### config.mk
export PLATFORM = sky130hd
export DESIGN_NAME = spi_frame_slave
export DESIGN_NICKNAME = d
export VERILOG_FILES = /design/src/rtl/spi_frame_slave.sv
export SDC_FILE = /design/constraint.sdc
export NUM_CORES = 1
export LEC_CHECK = 0
export BUFFER_PORTS_ARGS = -buffer_cell sky130_fd_sc_hd__buf_2
export CORE_MARGIN = 5
export CORE_UTILIZATION = 40
export DETAILED_ROUTE_END_ITERATION = 10
export GPL_ROUTABILITY_DRIVEN = 0
export HOLD_SLACK_MARGIN = 0.02
export MAX_ROUTING_LAYER = met4
export PLACE_DENSITY = 0.56
export SYNTH_ARGS = -nofsm -noshare
export SYNTH_HDL_FRONTEND = slang
export SYNTH_SLANG_ARGS = --single-unit
### constraint.sdc
create_clock -name clk -period 7.5 [get_ports clk]
set_clock_uncertainty 0.1 [all_clocks]
set_input_delay 0.375 -clock clk [delete_from_list [all_inputs] [get_ports clk]]
set_output_delay 0.375 -clock clk [all_outputs]
set_load 0.005 [all_outputs]
### src/rtl/spi_frame_slave.sv
module spi_frame_slave #(
  parameter int SYNC_STAGES = 2,
  parameter int BYTE_W      = 8
) (
  input  logic              clk,
  input  logic              rst_n,
  input  logic              spi_sck,
  input  logic              spi_sel,
  input  logic              spi_mosi,
  output logic              spi_miso,
  input  logic              rx_valid,
  input  logic [BYTE_W-1:0] rx_data,
  output logic              rx_pop,
  input  logic              tx_ready,
  output logic [BYTE_W-1:0] tx_data,
  output logic              tx_push
);
  localparam int HDR_BITS = 2;
  localparam int LAST_DAT = HDR_BITS + BYTE_W - 1;
  localparam int FRAME_N  = LAST_DAT + 1;
  localparam int CW       = $clog2(FRAME_N + 1);
  localparam int IW       = $clog2(BYTE_W);

  logic [SYNC_STAGES-1:0] sck_q, sel_q, mosi_q;
  logic                   sck_d;
  logic                   sck_s, sel_s, mosi_s, sck_rise, sck_fall;
  logic [CW-1:0]          cnt;
  logic                   rw, reg_sel, fresh, hs_bit;
  logic [BYTE_W-1:0]      shreg, last_byte, byte_in, status_word;
  logic [1:0]             irq_en;
  logic [IW-1:0]          out_idx;

  always_ff @(posedge clk or negedge rst_n)
    if (!rst_n) begin
      sck_q  <= '0;
      sel_q  <= '0;
      mosi_q <= '0;
      sck_d  <= 1'b0;
    end else begin
      sck_q  <= {sck_q[SYNC_STAGES-2:0], spi_sck};
      sel_q  <= {sel_q[SYNC_STAGES-2:0], spi_sel};
      mosi_q <= {mosi_q[SYNC_STAGES-2:0], spi_mosi};
      sck_d  <= sck_q[SYNC_STAGES-1];
    end

  assign sck_s    = sck_q[SYNC_STAGES-1];
  assign sel_s    = sel_q[SYNC_STAGES-1];
  assign mosi_s   = mosi_q[SYNC_STAGES-1];
  assign sck_rise = sck_s & ~sck_d;
  assign sck_fall = ~sck_s & sck_d;
  assign byte_in  = {shreg[BYTE_W-2:0], mosi_s};
  assign out_idx  = IW'(LAST_DAT - int'(cnt));

  always_comb begin
    status_word    = '0;
    status_word[0] = ~rx_valid;
    status_word[1] = ~tx_ready;
    status_word[5:4] = irq_en;
  end

  always_ff @(posedge clk or negedge rst_n)
    if (!rst_n) begin
      cnt       <= '0;
      rw        <= 1'b0;
      reg_sel   <= 1'b0;
      fresh     <= 1'b0;
      hs_bit    <= 1'b0;
      shreg     <= '0;
      last_byte <= '0;
      irq_en    <= '0;
      spi_miso  <= 1'b0;
      rx_pop    <= 1'b0;
      tx_push   <= 1'b0;
      tx_data   <= '0;
    end else begin
      rx_pop  <= 1'b0;
      tx_push <= 1'b0;
      if (!sel_s) begin
        cnt      <= '0;
        spi_miso <= 1'b0;
      end else begin
        if (sck_rise) begin
          if (int'(cnt) != FRAME_N) cnt <= cnt + 1'b1;
          if (cnt == 0) begin
            rw <= mosi_s;
          end else if (cnt == 1) begin
            reg_sel <= mosi_s;
            if (rw) begin
              if (mosi_s) begin
                shreg <= status_word;
                fresh <= 1'b0;
              end else if (rx_valid) begin
                shreg <= rx_data;
                fresh <= 1'b1;
              end else begin
                shreg <= last_byte;
                fresh <= 1'b0;
              end
            end
          end else if (int'(cnt) == LAST_DAT) begin
            case ({rw, reg_sel})
              2'b00: begin
                if (tx_ready) begin
                  tx_push <= 1'b1;
                  tx_data <= byte_in;
                end
                hs_bit <= ~tx_ready;
              end
              2'b01: begin
                irq_en <= byte_in[5:4];
                hs_bit <= 1'b0;
              end
              2'b10: begin
                if (fresh) begin
                  rx_pop    <= 1'b1;
                  last_byte <= shreg;
                end
                hs_bit <= ~fresh;
              end
              default: hs_bit <= 1'b0;
            endcase
          end else if (!rw && int'(cnt) < LAST_DAT) begin
            shreg <= byte_in;
          end
        end
        if (sck_fall) begin
          if (rw && cnt >= HDR_BITS && int'(cnt) <= LAST_DAT)
            spi_miso <= shreg[out_idx];
          else if (int'(cnt) == FRAME_N)
            spi_miso <= hs_bit;
          else
            spi_miso <= 1'b0;
        end
      end
    end


  pop_has_data_chk: assert property (@(posedge clk) disable iff (!rst_n)
    rx_pop |-> rx_valid);


  pop_single_chk: assert property (@(posedge clk) disable iff (!rst_n)
    rx_pop |=> !rx_pop);


  push_has_room_chk: assert property (@(posedge clk) disable iff (!rst_n)
    tx_push |-> tx_ready);


  side_effect_in_frame_chk: assert property (@(posedge clk) disable iff (!rst_n)
    (rx_pop || tx_push) |-> $past(sel_s));


  miso_on_fall_chk: assert property (@(posedge clk) disable iff (!rst_n)
    (spi_miso != $past(spi_miso)) |-> ($past(sck_fall) || !$past(sel_s)));


  no_pop_push_overlap_chk: assert property (@(posedge clk) disable iff (!rst_n)
    $onehot0({rx_pop, tx_push}));
endmodule

==> impl_results.md, run 1 <==
- Status: completed
- Critical path, cell by cell: inv_1 -> ha_1 -> nor2b_4 -> or3_4 -> a221oi_4 -> mux2_2
- Core area: 0.00544 mm^2
- 1st-pass router iterations: 4
- Routed vias/inst: 5.16
- Ant diodes: 0
- Seq/Total Area, Yosys: approximately half
- PwrDens: 192 mW/mm^2
- Cell area after placement: 0.00237 mm^2
- Setup crit start: cnt[1]$_DFFE_PN0P_
- Hold path cells: 1
- Ys async rst share: 100%
- Final count of hold timing violations: 0
- Worst Max-Slew Pin Slew: between 0.9 and 1 ns
- WHS Endpoint: mosi_q[0]$_DFF_PN0_
- Top FF cell, synth: dfrtp_1
- Mapped Cells: about 180
- Die area: 0.00711 mm^2
- Syn. warnings: 0
- Clock buffer depth: 2
- Final nets: 220
- Site Rows: 27
- CP startpoint kind: flop
- Final setup fails: 0
- Critical path class: flop to flop
- Peak supply drop: 88.1 uV
- Global-route wire length before repair: 7300 um
- CTS tree: yes
- Most frequent cells in the layout: 44 x dfrtp_1, 31 x mux2_2, 25 x buf_2
- Hold/Removal Path Class: primary input to flop
- Largest net degree at the start of global routing: 45
- Slew margin rel.: a little over a third
- Fin Setup TNS: 0 ns
- I/O Pins: 26
- Num CTS Buffers: 5
- # port buffers: 25
- Root buf cell: clkbuf_8
- Leak: between 1 and 1.5 nW
- Synth-to-Final Area Change: 11.3%
- Filler cells: around 500
- Fin crit share: 33.6%
- Seq cells post-synth: 44
- PostCTS Resize Cnt: 0
- Worst r2r src: cnt[1]$_DFFE_PN0P_
- RSZ-0062 raised after global routing: no
- Commonest non-fill, non-tap cell in the layout: dfrtp_1
- Hold_sp: spi_mosi
- Post-synthesis average cell area: 12.6 um^2
- Initial antenna violation count: 0
- Post-Syn Area: 0.00221 mm^2
- Vias in the first global route: 1547
- Required @ worst endpoint: 7.58 ns
- DR DRC count: 0
- Die H: 84.3 um
- Number of setup buffers added after CTS: 0
- Clock Pin Slew Worst Setup and Hold Paths: 0.08 ns
- Hold_buf cts: 0
- WL/cell: 15.4 um
- Layout cells sized above 1: 36.7%
- Cell depth of the worst flop-to-flop path: 6
- Number of synthesized flops with an enable pin: 0
- Drt first-iter violations: around 50
- Critical path's largest stage delay: 0.56 ns
- Die extent in x: 84.3 um
- Worst r2r dst: shreg[4]$_DFFE_PN0P_
- Arrival time of the worst setup path: between 2 and 3 ns
- Total Routed Length: 4160 um
- Max Cap Viol: 0
- Core Util, Final: 45.2%
- Clk sinks: 44
- Skew-Pair Late Insertion Delay: 0.29 ns
- Critical Path End Type: flop
- Max Slew Vio Count: 0
- Antenna Nets Post-Route: 0
- Min cycle time layout: 2.52 ns
- H-tree Lvls: 2
- Initial Util: between 40 and 50%
- Finished layout cell area: roughly 0.0025 mm^2
- Syn_nets: 198
- Grt ovf: 0
- Tot GR Track Use: roughly 13%
- Slowest cell on the critical path: dfrtp_1
- Max Freq: 396 MHz
- Peak fanout along the critical path: 10
- Hpwl dp: between 3000 and 4000 um
- R2R setup slack: 4.98 ns
- Unique masters post-synth: between 40 and 50
- Vias: 1398
==> Yosys cell counts, types with 3 or more instances <==
cell type,n,share of area [%]
mux2_2,31,16
and2_1,3,0.85
nand2_1,15,2.5
clkbuf_1,5,0.85
nand4_1,3,0.85
o31ai_1,4,1.4
dfrtp_1,44,50
nor2_1,4,0.68
xnor2_1,3,1.2
o21ai_0,4,0.91
inv_1,5,0.85
mux2i_1,9,4.1
nor2b_1,3,0.85
ha_1,7,4.0
nand3b_1,3,1.0
==> metrics by stage <==
step | instances | hold WS, ns | total power, mW | setup slack, ns
final | 271 | 0.0851 | 0.473 | 4.98
after global routing | 271 | 0.0652 | 0.497 | 4.84
after CTS | 271 | 0.0756 | 0.481 | 4.97
after detailed placement | 263 | 0.236 | 0.323 | 4.99
after global placement | 263 | 0.232 | 0.322 | 5.06
after floorplan | 176 | -0.0206 | 0.306 | 5.09
==> how the worst max path moves through the flow <==
| stage | endpoint | slack (ns) |
|---|---|---|
| after floorplan | shreg[0]$_DFFE_PN0P_ | 5.09 |
| after global placement | last_byte[5]$_DFFE_PN0P_ | 5.06 |
| after detailed placement | shreg[4]$_DFFE_PN0P_ | 4.99 |
| after CTS | shreg[4]$_DFFE_PN0P_ | 4.97 |
| after global routing | last_byte[3]$_DFFE_PN0P_ | 4.84 |
| final | shreg[4]$_DFFE_PN0P_ | 4.98 |
==> area by class of cell <==
cell class	count	area [um^2]	share of cell area, %
clock buffer	7	86.3	3.51
clock inverter	1	7.51	0.305
inverter	5	18.8	0.763
multi-input combinational	116	1020	41.6
sequential	44	1100	44.8
tap	72	90.1	3.66
timing repair buffer	26	133	5.39
==> where the power goes <==
part / total [mW] / switching (mW) / internal [mW]
logic: 0.0519 / 0.0249 / 0.0269
clock network: 0.155 / 0.0804 / 0.0749
registers: 0.266 / 0.0181 / 0.248
total: 0.473 / 0.123 / 0.350
==> critical path, delay by kind of cell, from the launching register on <==
family,cells,cell delay [ns]
simple gates,2,0.48
flops,1,0.56
fa+ha+maj,1,0.25
compound gates,1,0.47
mux,1,0.39
buf+inv,1,0.15
==> metal layers <==
metal	up-vias	wire length (um)	global-route usage, %
met3	8	126	3.14
li1	666	-	-
met1	705	1860	14.5
met4	0	79	4.53
met5	-	0	-
met2	19	2100	22.5
==> cell families (layout without fill, tap and decap cells) <==
family	after synthesis	count (layout)	synth area share (%)
multiplexers	42	42	21.6
adder cells (fa/ha/maj)	7	7	3.96
flip-flops	44	44	49.8
AND/OR/NAND/NOR	44	44	12.1
AO/OA/AOI/OAI	20	20	7.53
XOR/XNOR	3	3	1.19
buffers and inverters	16	39	3.85
==> registers in the layout, summed over array words and instances (netlist names) <==
register / flops
hs_bit: 1
fresh: 1
mosi_q: 2
reg_sel: 1
tx_data: 8
rx_pop: 1
sck_q: 2
spi_miso: 1
last_byte: 8
irq_en: 2
sck_d: 1
tx_push: 1
sel_q: 2
cnt: 4
shreg: 8
rw: 1
(Power assumes the default switching activity.)
==> run 2: changes to the inputs <==
PLACE_DENSITY = 0.59   (was 0.56)
clock period = 2.2 ns   (was 7.5 ns; I/O delays follow)
==> impl_results.md, run 2 (synthesis results as in run 1) <==
- Arrival time of the worst setup path: 2.19 ns (-0.42 ns)
- Register area: 0.00110 mm^2 (unchanged)
- Total Routed Length: 4740 um (+14%)
- R2R setup slack: 0.09 ns (-4.89 ns)
- I/O Pins: 26 (unchanged)
- Layout cells sized above 1: 41.1% (+4.4 points)
- Hold/Removal Path Class: primary input to flop
- Number of setup buffers added after CTS: 0 (unchanged)
- H-tree Lvls: 2 (unchanged)
- Core area: 0.00544 mm^2 (unchanged)
- Fin crit share: 95.8% (+62 points)
- Final count of hold timing violations: 0 (unchanged)
- Vias in the first global route: 1598 (+3.3%)
- Largest net degree at the start of global routing: 25 (-44%)
- Commonest non-fill, non-tap cell in the layout: dfrtp_1
- Critical path class: flop to flop
- Clock Pin Slew Worst Setup and Hold Paths: 0.08 ns (about the same)
- Ant diodes: 0 (unchanged)
- CP startpoint kind: flop
- Num CTS Buffers: 5 (unchanged)
- Clock buffer depth: 2 (unchanged)
- Placed Cells incl. Taps: 274 (+4.2%)
- Site Rows: 27 (unchanged)
- Cell Count, Final, Fillers Out: 286 (+5.5%)
- Antenna Nets Post-Route: 0 (unchanged)
- CP bufs+invs: 2 (+1)
- DR DRC count: 0 (unchanged)
- Min cycle time layout: 2.11 ns (-0.415 ns)
- Final nets: 235 (+6.8%)
- Slowest cell on the critical path: dfrtp_1
- Clk sinks: 44 (unchanged)
- CTS tree: yes
- Peak supply drop: 380 uV (+330%)
- Root buf cell: clkbuf_8
- 1st-pass router iterations: 7 (+3)
- Tot GR Track Use: 14.8% (+1.8 points)
- Multi-input gate area: 0.00108 mm^2 (+5.3%)
- Routed vias/inst: 5.24 (+1.5%)
- Largest delay share family, worst path: simple AND/OR/NAND/NOR gates
- PwrDens: 626 mW/mm^2 (+230%)
- Worst Max-Slew Pin Slew: 0.532 ns (-0.429 ns)
- Critical path's largest stage delay: 0.44 ns (-0.12 ns)
- Leak: 1.28 nW (+7.5%)
- Die H: 84.3 um (unchanged)
- Hpwl dp: 3490 um (+16%)
- Final setup fails: 0 (unchanged)
- Filler cells: 489 (-0.81%)
- Die area: 0.00711 mm^2 (unchanged)
- Required @ worst endpoint: 2.28 ns (-5.30 ns)
- # port buffers: 25 (unchanged)
- Drt first-iter violations: 68 (+39%)
- Global-route wire length before repair: 8120 um (+11%)
- Max Cap Viol: 0 (unchanged)
- Max Slew Vio Count: 0 (unchanged)
- Critical path, cell by cell: inv_4 -> ha_4 -> nor2b_4 -> or3_4 -> a221oi_4 -> buf_12 -> mux2_4
- Max Freq: 474 MHz (+20%)
- Slew margin rel.: 64.5% (+29 points)
- Synth-to-Final Area Change: 20.0%
- Grt ovf: 0 (unchanged)
- Skew-Pair Late Insertion Delay: 0.29 ns (about the same)
- WL/cell: 16.6 um (+7.8%)
- Initial antenna violation count: 0 (unchanged)
- Peak fanout along the critical path: 8 (-2)
- RSZ-0062 raised after global routing: no
- Fin Setup TNS: 0 ns (unchanged)
- Most frequent cells in the layout: 44 x dfrtp_1, 25 x buf_2, 23 x mux2_2
- Registers with the most flip-flops: last_byte: 8 flops, shreg: 8 flops, tx_data: 8 flops
- Die extent in x: 84.3 um (unchanged)
- Vias: 1498 (+7.2%)
- Critical Path End Type: flop
- Status: completed
- Initial Util: 40.6% (unchanged)
[run 2: cell count changes in the layout (fill, tap and decap cells not counted)]
cell / previous run / this run
buf_4: 1 / 11
mux2_2: 31 / 23
mux2_4: 1 / 9
dlygate4sd3_1: 0 / 4
buf_12: 0 / 1
ha_1: 7 / 6
ha_4: 0 / 1
inv_1: 5 / 4
inv_4: 0 / 1
nor3b_1: 2 / 1
nor3b_2: 0 / 1
nor4b_1: 2 / 1
nor4b_2: 0 / 1
[run 2: per-layer routing]
layer / GRT usage, % / wire length [um]
met4: 4.82 / 60
met5: - / 0
met2: 24.4 / 2430
met3: 3.04 / 140
met1: 18.2 / 2100
[run 2: tightest hold or removal path: cells and delay by family]
kind	cells	cell delay [ns]
AO/OA/AOI/OAI	1	0.15
buffers and inverters	1	0.08
multiplexers	2	0.20
[run 2: stage by stage]
stage / worst slack (ns) / hold slack, ns / util, % / power [mW] / instance area (um^2)
final: 0.0914 / 0.165 / 48.7 / 1.66 / 2650
after global placement: 0.148 / -0.0257 / 46.1 / 1.13 / 2510
after CTS: 0.0552 / 0.159 / 48.5 / 1.68 / 2640
after floorplan: -0.0663 / -0.286 / - / 1.06 / 2260
after global routing: 0.0103 / 0.219 / 48.7 / 1.74 / 2650
after detailed placement: 0.0656 / -0.00724 / 46.1 / 1.15 / 2510
[run 2: timing repair]
action | CTS | global route
endpoints found under the hold margin | 23 | 0
hold buffers | 4 | 0
setup endpoints to repair | 0 | 10
resized for setup | 0 | 2
[run 2: final timing paths]
check	startpoint	end	cells past startpoint
setup reg to reg	cnt[1]$_DFFE_PN0P_	shreg[7]$_DFFE_PN0P_	7
setup / recovery	cnt[1]$_DFFE_PN0P_	shreg[7]$_DFFE_PN0P_	7
hold / removal	rx_data[0]	shreg[0]$_DFFE_PN0P_	4
max in group asynchronous	rst_n	rw$_DFFE_PN0P_	3
hold reg to reg	sck_q[0]$_DFF_PN0_	sck_q[1]$_DFF_PN0_	0
min in group asynchronous	rst_n	tx_data[1]$_DFFE_PN0P_	2
[run 2: area by class of cell]
cell class | instances | share of cell area (%)
sequential | 44 | 41.5
multi-input combinational | 116 | 40.6
timing repair buffer | 41 | 10.1
tap | 72 | 3.40
clock buffer | 7 | 3.26
inverter | 5 | 0.802
clock inverter | 1 | 0.283
[run 2: report_power, final]
| group | switching (mW) | internal (mW) |
|---|---|---|
| Combinational | 0.102 | 0.124 |
| Sequential | 0.0641 | 0.845 |
| Clock | 0.271 | 0.255 |
| Total | 0.437 | 1.22 |
==> run 3: changes to the inputs <==
CORE_UTILIZATION = 50   (was 40)
PLACE_DENSITY = 0.71   (was 0.59)
==> impl_results.md, run 3 (synthesis results as in run 1) <==
- Status: completed
- Root buf cell: clkbuf_8
- I/O Pins: 26 (unchanged)
- Antenna Nets Post-Route: 0 (unchanged)
- Finished layout cell area: 0.00259 mm^2 (-2.2%)
- Max Cap Viol: 0 (unchanged)
- Vias in the first global route: 1567 (-1.9%)
- H-tree Lvls: 2 (unchanged)
- Fin crit share: 94.9% (-0.95 points)
- Leak: 1.26 nW (-1.2%)
- Peak fanout along the critical path: 8 (unchanged)
- CP startpoint kind: flop
- Die extent in x: 76.5 um (-9.3%)
- Clock buffer depth: 2 (unchanged)
- Commonest non-fill, non-tap cell in the layout: dfrtp_1
- Die H: 76.5 um (-9.3%)
- Die area: 0.00585 mm^2 (-18%)
- Skew-Pair Late Insertion Delay: 0.30 ns (about the same)
- Total power: 1.61 mW (-3.0%)
- DR DRC count: 0 (unchanged)
- Num CTS Buffers: 5 (unchanged)
- Drt first-iter violations: 37 (-46%)
- Site Rows: 24 (-11%)
- Tot GR Track Use: 16.2% (+1.4 points)
- Global-route wire length before repair: 7440 um (-8.4%)
- # port buffers: 25 (unchanged)
- Met1 Track Usage GR: 20.4% (+2.2 points)
- Critical Path End Type: flop
- CTS tree: yes
- Synth-to-Final Area Change: 17.4%
- Met2 Usage GRT: 24.5% (+0.096 points)
- Max Freq: 479 MHz (+1.0%)
- Initial Util: 51.1% (+10 points)
- WL/cell: 16.3 um (-1.4%)
- 1st-pass router iterations: 4 (-3)
- Hpwl dp: 3160 um (-9.5%)
- Grt ovf: 0 (unchanged)
- Layout cells sized above 1: 40.3% (-0.84 points)
- Initial antenna violation count: 0 (unchanged)
- Registers with the most flip-flops: last_byte: 8 flops, shreg: 8 flops, tx_data: 8 flops
- Hold/Removal Path Class: primary input to async pin
- Clock Pin Slew Worst Setup and Hold Paths: 0.08 ns (about the same)
- Core Util, Final: 60.0% (+11 points)
- PwrDens: 621 mW/mm^2 (-0.80%)
- Total Routed Length: 4300 um (-9.3%)
- Min cycle time layout: 2.09 ns (-0.0209 ns)
- Cell area after placement: 0.00247 mm^2 (-1.6%)
- Core area: 0.00432 mm^2 (-20%)
- Max Slew Vio Count: 0 (unchanged)
- Routed vias/inst: 5.56 (+6.1%)
- Final count of hold timing violations: 0 (unchanged)
- Clk sinks: 44 (unchanged)
- Vias: 1461 (-2.5%)
- Final setup fails: 0 (unchanged)
- Final nets: 233 (-0.85%)
- Peak supply drop: 404 uV (+6.3%)
- Ant diodes: 0 (unchanged)
- Arrival time of the worst setup path: 2.17 ns (-0.02 ns)
- Met3 usage: 4.49% (+1.4 points)
- Most frequent cells in the layout: 44 x dfrtp_1, 25 x buf_2, 23 x mux2_2
- Worst Max-Slew Pin Slew: 0.522 ns (-0.0107 ns)
- Most crowded layer after global routing: met2
- Largest net degree at the start of global routing: 27 (+8.0%)
- Slew margin rel.: 64.8% (+0.27 points)
- Required @ worst endpoint: 2.28 ns (about the same)
- RSZ-0062 raised after global routing: no
- Critical path class: flop to flop
- Number of setup buffers added after CTS: 0 (unchanged)
-- run 3: changes by cell type in the layout (fill, tap and decap cells not counted) --
cell / delta
buf_4: -2
clkbuf_1: -1
clkbuf_8: -1
clkinv_2: +1
nor3b_1: +1
nor3b_2: -1
-- run 3: layout make-up --
cell class	count	area, um^2
clock buffer	5	68.8
timing repair buffer	39	253
clock inverter	2	12.5
tap	52	65.1
fill	351	1730
sequential	44	1100
multi-input combinational	116	1070
inverter	5	21.3
-- run 3: through the flow --
stage	hold WS [ns]	worst slack, ns	instances	setup TNS [ns]
5_1_grt	0.197	0.0110	263	0
2_1_floorplan	-0.286	-0.0663	176	-0.531
3_5_place_dp	-0.0213	0.110	252	0
6_report	0.174	0.112	263	0
3_3_place_gp	-0.0281	0.162	252	0
4_1_cts	0.176	0.0955	263	0
-- run 3: per-layer routing --
layer / up-vias / part of all wire, % / wire [um]
met5: - / 0 / 0
met4: 0 / 2.0 / 86
met3: 9 / 3.7 / 157
met2: 29 / 48 / 2060
met1: 732 / 46 / 1990
li1: 691 / - / -
-- run 3: final timing paths --
path | from | end | slack (ns) | cells after the start
max in group asynchronous | rst_n | shreg[7]$_DFFE_PN0P_ | 1.14 | 3
min in group clk | rx_data[0] | shreg[0]$_DFFE_PN0P_ | 0.18 | 4
hold / removal | rst_n | cnt[3]$_DFFE_PN0P_ | 0.17 | 2
setup / recovery | cnt[1]$_DFFE_PN0P_ | shreg[7]$_DFFE_PN0P_ | 0.11 | 7
hold reg to reg | sel_q[0]$_DFF_PN0_ | sel_q[1]$_DFF_PN0_ | 0.25 | 0
setup reg to reg | cnt[1]$_DFFE_PN0P_ | shreg[7]$_DFFE_PN0P_ | 0.11 | 7
-- run 3: critical path: stages, from the launching register on --
cell      delay, ns
dfrtp_1        0.42
inv_4          0.06
ha_4           0.17
nor2b_4        0.13
or3_4          0.34
a221oi_4       0.21
buf_4          0.23
mux2_4         0.31
-- run 3: power by group --
part / internal (mW) / total, mW / switching [mW]
sequential: 0.845 / 0.907 / 0.0619
clock: 0.215 / 0.487 / 0.273
combinational: 0.121 / 0.217 / 0.0966
total: 1.18 / 1.61 / 0.431
-- run 3: timing repair --
item | 4_1_cts | 5_1_grt
hold endpoints to repair | 21 | 0
hold buffers | 4 | 0
resized for setup | 0 | 1
setup endpoints to repair | 0 | 8
